[src/rtl/ppi_pkg.sv]
`timescale 1ns/1ps
package ppi_pkg;

  // register offsets (host-visible order)
  typedef enum logic [1:0] {
    SEL_PORT_A = 2'd0,
    SEL_PORT_B = 2'd1,
    SEL_PORT_C = 2'd2,
    SEL_MODE   = 2'd3
  } reg_sel_e;

  localparam int NUM_GROUPS    = 4;   // A, B, C lower, C upper
  localparam int MODE_SET_BIT  = 7;
  localparam logic [7:0] MODE_RESET_WORD = 8'h9B;

  // group index: 0 = A, 1 = B, 2 = C lower, 3 = C upper
  function automatic int grp_width(input int g, input int dw);
    return (g < 2) ? dw : dw / 2;
  endfunction

  function automatic int grp_pin_lo(input int g, input int dw);
    case (g)
      0:       return 0;
      1:       return dw;
      2:       return 2 * dw;
      default: return 2 * dw + dw / 2;
    endcase
  endfunction

  function automatic int grp_data_lo(input int g, input int dw);
    return (g == 3) ? dw / 2 : 0;
  endfunction

  // mode word bit that selects the group's direction (1 = input)
  function automatic int grp_dir_bit(input int g);
    case (g)
      0:       return 4;
      1:       return 1;
      2:       return 0;
      default: return 3;
    endcase
  endfunction

endpackage

[src/rtl/ppi_host_decode.sv]
`timescale 1ns/1ps
module ppi_host_decode
  import ppi_pkg::*;
(
  input  logic                  host_wr,
  input  logic [1:0]            host_addr,
  output logic [NUM_GROUPS-1:0] grp_wr,
  output logic                  mode_wr
);
  reg_sel_e sel;

  always_comb begin
    sel     = reg_sel_e'(host_addr);
    grp_wr  = '0;
    mode_wr = 1'b0;
    if (host_wr) begin
      case (sel)
        SEL_PORT_A: grp_wr[0] = 1'b1;
        SEL_PORT_B: grp_wr[1] = 1'b1;
        SEL_PORT_C: grp_wr[3:2] = 2'b11;
        default:    mode_wr = 1'b1;
      endcase
    end
  end
endmodule

[src/rtl/ppi_mode_reg.sv]
`timescale 1ns/1ps
module ppi_mode_reg
  import ppi_pkg::*;
#(
  parameter int DW = 8
)(
  input  logic                  clk,
  input  logic                  rst,
  input  logic                  mode_wr,
  input  logic [DW-1:0]         wdata,
  output logic [DW-1:0]         mode_word,
  output logic [NUM_GROUPS-1:0] grp_is_in
);
  logic accept;
  assign accept = mode_wr && wdata[MODE_SET_BIT];

  always_ff @(posedge clk) begin
    if (rst) begin
      mode_word <= DW'(MODE_RESET_WORD);
      grp_is_in <= '1;
    end else if (accept) begin
      mode_word <= wdata;
      for (int g = 0; g < NUM_GROUPS; g++)
        grp_is_in[g] <= wdata[grp_dir_bit(g)];
    end
  end

  // a word without the mode-set bit leaves all mode state alone
  a_r4_plain_word_ignored: assert property (@(posedge clk) disable iff (rst)
    (mode_wr && !wdata[MODE_SET_BIT]) |=> ($stable(mode_word) && $stable(grp_is_in)));

  // an accepted word is what the readback source holds next cycle
  a_r7_word_stored: assert property (@(posedge clk) disable iff (rst)
    (mode_wr && wdata[MODE_SET_BIT]) |=> (mode_word == $past(wdata)));

  // the mode word is only changed by writes
  a_r2_word_hold: assert property (@(posedge clk) disable iff (rst)
    !mode_wr |=> $stable(mode_word));
endmodule

[src/rtl/ppi_port_group.sv]
`timescale 1ns/1ps
module ppi_port_group #(
  parameter int W = 8
)(
  input  logic         clk,
  input  logic         rst,
  input  logic         wr_en,
  input  logic [W-1:0] wdata,
  input  logic         is_in,
  output logic [W-1:0] latch_q,
  output logic [W-1:0] oe
);
  always_ff @(posedge clk) begin
    if (rst)        latch_q <= '0;
    else if (wr_en) latch_q <= wdata;
  end

  // direction flag is already a flop; replicate it across the group
  assign oe = {W{~is_in}};

  // the latch loads regardless of direction
  a_r5_latch_load: assert property (@(posedge clk) disable iff (rst)
    wr_en |=> (latch_q == $past(wdata)));

  // without a data write the latch is untouched
  a_r9_latch_hold: assert property (@(posedge clk) disable iff (rst)
    !wr_en |=> $stable(latch_q));
endmodule

[src/rtl/ppi_read_mux.sv]
`timescale 1ns/1ps
module ppi_read_mux
  import ppi_pkg::*;
#(
  parameter int DW = 8,
  localparam int PW = 3 * DW
)(
  input  logic          clk,
  input  logic          rst,
  input  logic          host_rd,
  input  logic [1:0]    host_addr,
  input  logic [PW-1:0] pin_in,
  input  logic [DW-1:0] mode_word,
  output logic [DW-1:0] host_rdata
);
  logic [DW-1:0] sel_data;

  always_comb begin
    case (reg_sel_e'(host_addr))
      SEL_PORT_A: sel_data = pin_in[DW-1:0];
      SEL_PORT_B: sel_data = pin_in[2*DW-1:DW];
      SEL_PORT_C: sel_data = pin_in[3*DW-1:2*DW];
      default:    sel_data = mode_word;
    endcase
  end

  always_ff @(posedge clk) begin
    if (rst)          host_rdata <= '0;
    else if (host_rd) host_rdata <= sel_data;
  end

  // read data holds between read strobes
  a_r6_rdata_hold: assert property (@(posedge clk) disable iff (rst)
    !host_rd |=> $stable(host_rdata));
endmodule

[src/rtl/ppi_channel.sv]
`timescale 1ns/1ps
module ppi_channel
  import ppi_pkg::*;
#(
  parameter int DW = 8,
  localparam int PW = 3 * DW
)(
  input  logic          clk,
  input  logic          rst,
  input  logic [1:0]    host_addr,
  input  logic          host_wr,
  input  logic          host_rd,
  input  logic [DW-1:0] host_wdata,
  output logic [DW-1:0] host_rdata,
  input  logic [PW-1:0] pin_in,
  output logic [PW-1:0] pin_out,
  output logic [PW-1:0] pin_oe
);
  logic [NUM_GROUPS-1:0] grp_wr;
  logic                  mode_wr;
  logic [DW-1:0]         mode_word;
  logic [NUM_GROUPS-1:0] grp_is_in;

  ppi_host_decode u_dec (
    .host_wr   (host_wr),
    .host_addr (host_addr),
    .grp_wr    (grp_wr),
    .mode_wr   (mode_wr)
  );

  ppi_mode_reg #(.DW(DW)) u_mode (
    .clk       (clk),
    .rst       (rst),
    .mode_wr   (mode_wr),
    .wdata     (host_wdata),
    .mode_word (mode_word),
    .grp_is_in (grp_is_in)
  );

  for (genvar g = 0; g < NUM_GROUPS; g++) begin : g_grp
    localparam int W   = grp_width(g, DW);
    localparam int PLO = grp_pin_lo(g, DW);
    localparam int DLO = grp_data_lo(g, DW);

    ppi_port_group #(.W(W)) u_grp (
      .clk     (clk),
      .rst     (rst),
      .wr_en   (grp_wr[g]),
      .wdata   (host_wdata[DLO +: W]),
      .is_in   (grp_is_in[g]),
      .latch_q (pin_out[PLO +: W]),
      .oe      (pin_oe[PLO +: W])
    );
  end

  ppi_read_mux #(.DW(DW)) u_rd (
    .clk        (clk),
    .rst        (rst),
    .host_rd    (host_rd),
    .host_addr  (host_addr),
    .pin_in     (pin_in),
    .mode_word  (mode_word),
    .host_rdata (host_rdata)
  );

  // port data writes leave the enables alone
  a_r9_oe_stable_on_data: assert property (@(posedge clk) disable iff (rst)
    (host_wr && host_addr != 2'd3) |=> $stable(pin_oe));

  // mode writes leave the latches alone
  a_r9_out_stable_on_mode: assert property (@(posedge clk) disable iff (rst)
    (host_wr && host_addr == 2'd3) |=> $stable(pin_out));
endmodule

[config.mk]
export PLATFORM = sky130hd
export DESIGN_NAME = ppi_channel
export DESIGN_NICKNAME = d
export VERILOG_FILES = /design/src/rtl/ppi_pkg.sv /design/src/rtl/ppi_host_decode.sv /design/src/rtl/ppi_mode_reg.sv /design/src/rtl/ppi_port_group.sv /design/src/rtl/ppi_read_mux.sv /design/src/rtl/ppi_channel.sv
export SDC_FILE = /design/constraint.sdc
export NUM_CORES = 1
export LEC_CHECK = 0
export BUFFER_PORTS_ARGS = -buffer_cell sky130_fd_sc_hd__clkbuf_2
export CORE_ASPECT_RATIO = 0.5
export CORE_MARGIN = 2
export CORE_UTILIZATION = 40
export CTS_CLUSTER_SIZE = 12
export DETAILED_ROUTE_END_ITERATION = 10
export PLACE_DENSITY = 0.8
export SLEW_MARGIN = 0
export SYNTH_ARGS = -nofsm -noshare
export SYNTH_HDL_FRONTEND = slang
export SYNTH_SLANG_ARGS = --single-unit
export TNS_END_PERCENT = 50
[constraint.sdc]
create_clock -name clk -period 0.95 [get_ports clk]
set_input_delay 0.095 -clock clk [delete_from_list [all_inputs] [get_ports clk]]
set_output_delay 0.095 -clock clk [all_outputs]
set_load 0.05 [all_outputs]
### After elaboration in Yosys (flattened, before gate mapping)

Index checks and enable logic that the tools add are counted.

* register bits: 44
* bits of input ports: 38

* magnitude comparators: 4
* equality and inequality tests: 2
* multiplexer cells: 27
* bitwise logic cells: 4
* reduce and logical (&&, ||, !) cells: 3

Operators by type and width (number)
* $mux 32: 8
* $lt 32x5->1 const B: 4
* $pmux 8 s3: 1
* $bmux 1 s3: 4
* $mux 1: 12
* $mux 4: 1
* $not 1->1: 4
* $reduce_or 3->1: 1
* $eq 2x1->1 const B: 1
* $eq 2x2->1 const B: 1
* $logic_not 2->1: 1
* $mux 2: 1
* $logic_and 1x1->1: 1

### Logic depth before layout (Yosys ltp)

Gate-level depths: netlist of the first run.

* depth after elaboration: 10
* depth in mapped cells: 5

### Hierarchy

From an unflattened synthesis of the first run, not the netlist that was laid out.

* cells, all modules: 188
* area total of the unflattened synthesis: 1921.8 sq um

By module, submodules not included
* ppi_port_group at g_grp[0].u_grp ...: times used 2, cells an instance 34, area an instance 341.6 sq um, sequential area each 160.2 sq um
* ppi_read_mux: times used 1, cells an instance 46, area an instance 514.2 sq um, sequential area each 160.2 sq um
* ppi_mode_reg: times used 1, cells an instance 35, area an instance 346.6 sq um, sequential area each 160.2 sq um
* ppi_port_group at g_grp[2].u_grp ...: times used 2, cells an instance 17, area an instance 166.4 sq um, sequential area each 80.1 sq um
* ppi_host_decode: times used 1, cells an instance 5, area an instance 45.0 sq um, sequential area each 0.0 sq um

### Worst setup path before layout of the first run

OpenSTA, ideal clock, no wires.

* path type: register -> register
* start point: register u_mode.grp_is_in[0] (netlist name)
* end point: register u_mode.grp_is_in[0]
* arrival: 1.071 ns
* setup slack: -0.240 ns
* cell stages (with the launch flop): 4
* cell sequence: dfxtp_1 inv_1 nor2_1 a211o_1

RTL lines
* to (signal, indexed assignment): line ppi_mode_reg.sv:24 `grp_is_in[g] <= wdata[grp_dir_bit(g)];`
* to (decl): line ppi_mode_reg.sv:12 `output logic [NUM_GROUPS-1:0] grp_is_in`

### Worst setup path in the final report of the first run

* start point: register u_mode.grp_is_in[1]
* end point: output pin_oe[14]

* cells in the longest elaborated chain, start to end: 1

RTL lines
* $not 1->1: line ppi_port_group.sv:19 `assign oe = {W{~is_in}};`
* to (decl): line ppi_channel.sv:17 `output logic [PW-1:0] pin_oe`

No other way between the ends.

==> impl_metrics.env, run 1 <==
export IMPL_synth_top_area_frac=0.447
export IMPL_vias_per_cell=5.05
export IMPL_startpoint_type="flop"
export IMPL_worstMarginPinSlew_ps=269
export IMPL_reg2reg_depth=3
export IMPL_endpoint_kind="output port"
export IMPL_setup_viol=35
export IMPL_skew_ps=3.48
export IMPL_syn_instance_count=170
export IMPL_synth_seq_cells=40
export IMPL_seq_power_share=0.406
export IMPL_p_clk_frac=0.363
export IMPL_fp_coreArea_sq_um=4360
export IMPL_r2r_end="u_rd.host_rdata[1]$_SDFFE_PP0P_"
export IMPL_drv_slew=0
export IMPL_syn_nets=208
export IMPL_seq_area_sq_um=823
export IMPL_worst_ep_required_time_ps=850
export IMPL_drc_errors=0
export IMPL_port_buffers=93
export IMPL_grt_max_degree=25
export IMPL_ys_seq_area_frac=0.447
export IMPL_wl_per_cell_microns=16.8
export IMPL_fmax_mhz=849
export IMPL_first_pass_iters=4
export IMPL_drv_cap=0
export IMPL_crit_type="flop to output port"
export IMPL_areaGrowthSynthToFinish_pct=60.9
export IMPL_globalplace_congestion=0.715
export IMPL_grt_pass1_wl_mm=7.82
export IMPL_hold_class="input port to flop"
export IMPL_multi_input_area_sq_um=753
export IMPL_rows=17
export IMPL_arrival_ps=1080
export IMPL_cts_buffers=5
export IMPL_hpwl_mm=3.40
export IMPL_p_total_w=0.00444
export IMPL_status="finished with violations"
export IMPL_cts_tree="done"
export IMPL_die_area_sq_um=5070
export IMPL_clock_latency_ps=290
export IMPL_min_path_cells=2
export IMPL_rrSetupSlack_ps=-220
export IMPL_clkSlewWorstSetupHoldPaths_ps=80
export IMPL_max_stage_delay_ps=390
export IMPL_grt_use_met1=0.238
export IMPL_power_density_nw_per_um2=1540
export IMPL_synth_ff_type="dfxtp_1"
export IMPL_setup_slack_ps=-227
export IMPL_root_buffer="clkbuf_8"
export IMPL_yosys_area_top_type="dfxtp_1"
export IMPL_swShare=0.276
export IMPL_die_y_microns=51.3
export IMPL_htree_levels=2
export IMPL_fillCellCount=274
export IMPL_yosysMostFrequentCell="dfxtp_1"
export IMPL_yosysUniqueCellTypes=18
export IMPL_vias=1587
export IMPL_cp_max_fo=5
export IMPL_p_comb_frac=0.230
export IMPL_grt_use_met3=0.0451
export IMPL_drt_initial_drc_count=100
export IMPL_antenna_cells=0
export IMPL_reg2reg_from="u_mode.grp_is_in[1]$_SDFFE_PP1P_"
export IMPL_internal_power_w=0.00321
export IMPL_failed_checks="setup timing"
export IMPL_async_reset_ff_frac=0
export IMPL_final_period_utilization=1.24
export IMPL_min_to="u_mode.grp_is_in[0]$_SDFFE_PP1P_"
export IMPL_met2_usage=0.362
export IMPL_syn_area_per_cell_sq_um=10.5
export IMPL_path_cells="clkinvlp_4 -> clkbuf_8"
export IMPL_cts_sinks=40
export IMPL_grt_usage=0.200
export IMPL_synth_warnings=0
export IMPL_min_period_ps=1180
export IMPL_antenna_found_initial=0
export IMPL_power_leakage_nw=1.36
export IMPL_clockBufferDepth=2
export IMPL_io_pins=94
export IMPL_nets=295
export IMPL_crit_family="buffers and inverters"
export IMPL_relSlewSlack=0.821
export IMPL_place_inst=301
export IMPL_fin_cells=314
export IMPL_grt_pass1_vias=1586
export IMPL_grt_busiest_layer="met2"
export IMPL_fp_dieW_microns=98.7
export IMPL_hold_viol=0
export IMPL_cp_num_buf_inv=2
export IMPL_synth_edff_count=0
export IMPL_ant_nets=0
export IMPL_drive_gt1_frac=0.564
export IMPL_switchingPower_w=0.00122
export IMPL_place_ws_ps=-264
export IMPL_routed_wl_mm=5.29
export IMPL_syn_cell_area_sq_um=1790
export IMPL_whs_ps=79.2
export IMPL_rsz0062_at_grt="yes"
export IMPL_ys_top_cells_by_area="dfxtp_1 45%, mux2i_1 18%, buf_4 10%"
export IMPL_ir_worst_vdd_mv=0.666
export IMPL_crit_slowest_cell="dfxtp_4"
export IMPL_initial_core_util=0.411
export IMPL_gr_total_overflow=0
export IMPL_synth_commonest_cells="40 x dfxtp_1, 36 x nor2_1, 32 x mux2i_1, 24 x buf_4"
export IMPL_min_from="host_wdata[4]"
## per-layer routing
metal	routed length (microns)	vias up	part of all wire
met3	269	20	0.051
met4	131	0	0.025
met1	2190	770	0.41
li1	-	733	-
met5	0	-	0
met2	2700	64	0.51
## logic make-up (layout without fill, tap and decap cells)
group	count (synthesis)	count (layout)	synth area share
and+or+nand+nor	48	48	0.113
muxes	40	40	0.283
DFF	40	40	0.447
buffers and inverters	35	122	0.129
AOI/OAI and AO/OA	7	7	0.0279
## how the worst max path moves through the flow
stage                                startpoint                                endpoint  slack, ps  cells past startpoint
2_1_floorplan  u_mode.grp_is_in[2]$_SDFFE_PP1P_         u_rd.host_rdata[0]$_SDFFE_PP0P_       -110                      3
3_3_place_gp                       host_addr[0]  g_grp[0].u_grp.latch_q[0]$_SDFFE_PP0P_       -210                      6
3_5_place_dp                       host_addr[0]  g_grp[0].u_grp.latch_q[1]$_SDFFE_PP0P_       -260                      6
4_1_cts        u_mode.grp_is_in[2]$_SDFFE_PP1P_                              pin_oe[18]       -200                      3
5_1_grt        u_mode.grp_is_in[1]$_SDFFE_PP1P_                               pin_oe[8]       -250                      2
6_report       u_mode.grp_is_in[1]$_SDFFE_PP1P_                              pin_oe[14]       -230                      2
## power by group through the flow
stage / registers [W] / clock network, W / logic, W
4_1_cts: 0.00179 / 0.00161 / 0.000978
2_1_floorplan: 0.00203 / 0 / 0.000418
6_report: 0.00180 / 0.00161 / 0.00102
3_3_place_gp: 0.00182 / 0 / 0.000820
3_5_place_dp: 0.00182 / 0 / 0.000838
5_1_grt: 0.00181 / 0.00167 / 0.00106
## placed cells by master (no fill, tap or decap), drive strengths merged, types with 2 or more instances in the layout
cell type | synthesis | final
clkinvlp | 0 | 6
a211o | 4 | 4
mux2i | 32 | 32
nand3b | 2 | 2
mux4 | 8 | 8
nand2 | 6 | 6
bufinv | 0 | 2
buf | 27 | 52
clkbuf | 4 | 62
a21oi | 3 | 3
dfxtp | 40 | 40
nor2 | 36 | 36
## worst reg2reg max path, delay by kind of cell, from the launching register on
kind	cells	cell delay, ps
flops	1	370
simple gates	1	60
mux	2	640
## sequential cells by signal, indices dropped and copies added (netlist names)
name / count
u_mode.mode_word: 5
u_rd.host_rdata: 8
g_grp.u_grp.latch_q: 24
u_mode.grp_is_in: 3
## cell type report
class | instances | share of cell area
Clock buffer | 5 | 0.0239
Clock inverter | 2 | 0.0208
Inverter | 4 | 0.0104
Multi-Input combinational cell | 95 | 0.261
Sequential cell | 40 | 0.285
Tap cell | 57 | 0.0247
Timing Repair Buffer | 109 | 0.369
Timing Repair inverter | 2 | 0.00520
## stage by stage
step / area [sq um] / util / setup TNS [ps]
final: 2890 / 0.662 / -6380
after global routing: 2890 / 0.662 / -7320
after CTS: 2820 / 0.647 / -5340
after detailed placement: 2240 / 0.515 / -6220
after global placement: 2240 / 0.515 / -5160
after floorplan: 1830 / - / -2200
## repair_timing
| item | CTS | global route |
|---|---|---|
| pin swaps | 0 | 1 |
| setup buffers | 2 | 2 |
| hold buffers | 0 | 0 |
| endpoints found under the setup margin | 64 | 59 |
| gates resized for setup | 105 | 48 |
| gates cloned | 2 | 0 |
Note: power is estimated with default switching activity, not from simulation.
==> run 2: changes to the inputs <==
--- a/config.mk
+++ b/config.mk
@@ -8,12 +8,13 @@
 export BUFFER_PORTS_ARGS = -buffer_cell sky130_fd_sc_hd__clkbuf_2
 export CORE_ASPECT_RATIO = 0.5
 export CORE_MARGIN = 2
-export CORE_UTILIZATION = 40
+export CORE_UTILIZATION = 41
 export CTS_CLUSTER_SIZE = 12
 export DETAILED_ROUTE_END_ITERATION = 10
 export PLACE_DENSITY = 0.8
 export SLEW_MARGIN = 0
 export SYNTH_ARGS = -nofsm -noshare
 export SYNTH_HDL_FRONTEND = slang
+export SYNTH_HIERARCHICAL = 1
 export SYNTH_SLANG_ARGS = --single-unit
 export TNS_END_PERCENT = 50
==> run 2 against run 1 <==
  * The flow still finishes with violations (setup timing)
  * Clock skew is 3.9 ps higher
  * Via count increased by 14%
  * Count of clock-buffer cells in the layout grew 2
  * Utilization rose by 5.0 points
  * Routed wire length is 31% higher
  * Total power down 2.2%
  * Setup slack worse by 20 ps
  * Synthesized cell count is 11% higher
  * Global-route usage is 5.7 points higher
  * Clock power shrank 12%
  * Final area rose by 9.7%
  * Sequential share of layout area fell by 1.3 points
  * Largest power group unchanged
==> impl_metrics.env, run 2 <==
export IMPL_clockBufferDepth=2
export IMPL_drc_errors=0
export IMPL_power_leakage_nw=1.40
export IMPL_skew_ps=7.34
export IMPL_setup_viol=26
export IMPL_whs_ps=107
export IMPL_fin_area_sq_um=3170
export IMPL_wl_per_cell_microns=21.3
export IMPL_ys_top_cells_by_area="dfxtp_1 42%, mux2i_1 21%, buf_4 11%"
export IMPL_synth_compound_area_frac=0.0814
export IMPL_yosysUniqueCellTypes=25
export IMPL_synth_xor_area_frac=0
export IMPL_synth_simple_area_share=0.139
export IMPL_synth_top_family_by_area="multiplexers"
export IMPL_vias_per_cell=5.57
export IMPL_syn_area_per_cell_sq_um=10.2
export IMPL_final_common_cell="mux2i_1"
export IMPL_grt_pass1_wl_mm=10.0
export IMPL_cts_buffers=5
export IMPL_initial_core_util=0.432
export IMPL_hold_viol=0
export IMPL_fmax_mhz=835
export IMPL_worst_ep_required_time_ps=850
export IMPL_clkSlewWorstSetupHoldPaths_ps=90
export IMPL_nets=305
export IMPL_min_path_cells=3
export IMPL_areaGrowthSynthToFinish_pct=64.7
export IMPL_grt_pass1_vias=1824
export IMPL_drt_initial_drc_count=155
export IMPL_rows=17
export IMPL_grt_usage=0.256
export IMPL_layout_common_cells="38 x mux2i_1, 37 x clkbuf_2, 25 x nor2_1"
export IMPL_power_density_nw_per_um2=1370
export IMPL_synthAdderAreaFrac=0
export IMPL_drive_gt1_frac=0.631
export IMPL_largestRegisters="g_grp.u_grp/latch_q (24), u_mode/mode_word (8), u_rd/host_rdata (8)"
export IMPL_ys_seq_area_frac=0.417
export IMPL_antenna_cells=0
export IMPL_min_period_ps=1200
export IMPL_synth_seq_cells=40
export IMPL_grt_max_degree=33
export IMPL_fp_coreArea_sq_um=4450
export IMPL_root_buffer="clkbuf_8"
export IMPL_failed_checks="setup timing"
export IMPL_drv_slew=0
export IMPL_gr_total_overflow=0
export IMPL_hold_buffers=0
export IMPL_synth_edff_count=0
export IMPL_syn_nets=226
export IMPL_fillCellCount=256
export IMPL_largest_register="g_grp.u_grp/latch_q"
export IMPL_ir_worst_vdd_mv=0.752
export IMPL_syn_instance_count=188
export IMPL_place_area_sq_um=2370
export IMPL_die_area_sq_um=5280
export IMPL_vias=1810
export IMPL_startpoint_type="flop"
export IMPL_async_reset_ff_frac=0
export IMPL_cp_max_fo=8
export IMPL_synth_mux_area_fraction=0.208
export IMPL_largest_register_ffs=24
export IMPL_yosys_area_top_type="dfxtp_1"
export IMPL_finalCoreUtilization=0.712
export IMPL_port_buffers=93
export IMPL_synth_top_area_frac=0.417
export IMPL_drv_cap=0
export IMPL_syn_cell_area_sq_um=1920
export IMPL_rsz0062_at_grt="yes"
export IMPL_tns_ps=-4510
export IMPL_globalplace_congestion=0.783
export IMPL_synth_warnings=6
export IMPL_io_pins=94
export IMPL_crit_type="flop to output port"
export IMPL_synth_commonest_cells="40 x dfxtp_1, 40 x mux2i_1, 28 x buf_4, 25 x nor2_1, 8 x or3b_2"
export IMPL_final_period_utilization=1.26
export IMPL_die_y_microns=52.4
export IMPL_relSlewSlack=0.694
export IMPL_routed_wl_mm=6.93
export IMPL_place_inst=311
export IMPL_hold_class="input port to flop"
export IMPL_ant_nets=0
export IMPL_clock_latency_ps=300
export IMPL_hpwl_mm=3.64
export IMPL_fin_cells=325
export IMPL_antenna_found_initial=0
export IMPL_worstMarginPinSlew_ps=458
export IMPL_fp_dieW_microns=101
export IMPL_status="finished with violations"
export IMPL_first_pass_iters=4
export IMPL_synth_ff_type="dfxtp_1"
export IMPL_arrival_ps=1100
export IMPL_cts_sinks=40
export IMPL_cts_tree="done"
export IMPL_reg2reg_depth=4
export IMPL_rrSetupSlack_ps=-60
export IMPL_setup_slack_ps=-247
export IMPL_htree_levels=2
export IMPL_endpoint_kind="output port"
[run 2: through the flow]
step	total power [W]	worst slack, ps
after global routing	0.00448	-283
after CTS	0.00423	-212
final	0.00434	-247
after floorplan	0.00247	-120
after global placement	0.00267	-71.8
after detailed placement	0.00268	-149
[run 2: worst paths after layout]
path,endpoint,start
setup / recovery,pin_oe[11],u_mode/mode_word[1]$_SDFFE_PP1P_
hold / removal,g_grp[1].u_grp/latch_q[1]$_SDFFE_PP0P_,host_wdata[1]
setup reg to reg,u_rd/host_rdata[4]$_SDFFE_PP0P_,u_mode/mode_word[4]$_SDFFE_PP1P_
hold reg to reg,g_grp[1].u_grp/latch_q[3]$_SDFFE_PP0P_,g_grp[1].u_grp/latch_q[3]$_SDFFE_PP0P_
[run 2: cells by family after synthesis]
| logic type | count (synthesis) |
|---|---|
| AND/OR/NAND/NOR | 48 |
| buffers and inverters | 42 |
| multiplexers | 40 |
| flip-flops | 40 |
| AO/OA/AOI/OAI | 18 |
[run 2: cell type report]
cell class / count / area [sq um] / area share
repair buffers: 110 / 1200 / 0.378
multi-input cells: 106 / 882 / 0.279
flip-flops and latches: 40 / 863 / 0.273
clock buffers: 7 / 108 / 0.0340
well taps: 57 / 71.3 / 0.0225
inverters: 4 / 35.0 / 0.0111
clock inverters: 1 / 8.76 / 0.00277
[run 2: timing repair]
item / 4_1_cts / 5_1_grt
setup endpoints to repair: 56 / 48
buffers inserted: 5 / 1
resized for setup: 117 / 60
[run 2: power by group]
group | internal, W | switching (W)
clock | 0.000754 | 0.000659
combinational | 0.000478 | 0.000649
sequential | 0.00174 | 0.0000605
total | 0.00297 | 0.00137
[run 2: metal layers]
| layer | part of all wire | wire, microns | vias up | GRT usage |
|---|---|---|---|---|
| li1 | - | - | 794 | - |
| met3 | 0.070 | 487 | 39 | 0.0680 |
| met5 | 0 | 0 | - | 0 |
| met1 | 0.38 | 2650 | 878 | 0.302 |
| met4 | 0.058 | 404 | 0 | 0.121 |
| met2 | 0.49 | 3380 | 99 | 0.443 |
[run 2: critical path, stage by stage (launching register included)]
cell and delay (ps):
dfxtp_4 380, clkinvlp_4 180, buf_4 240
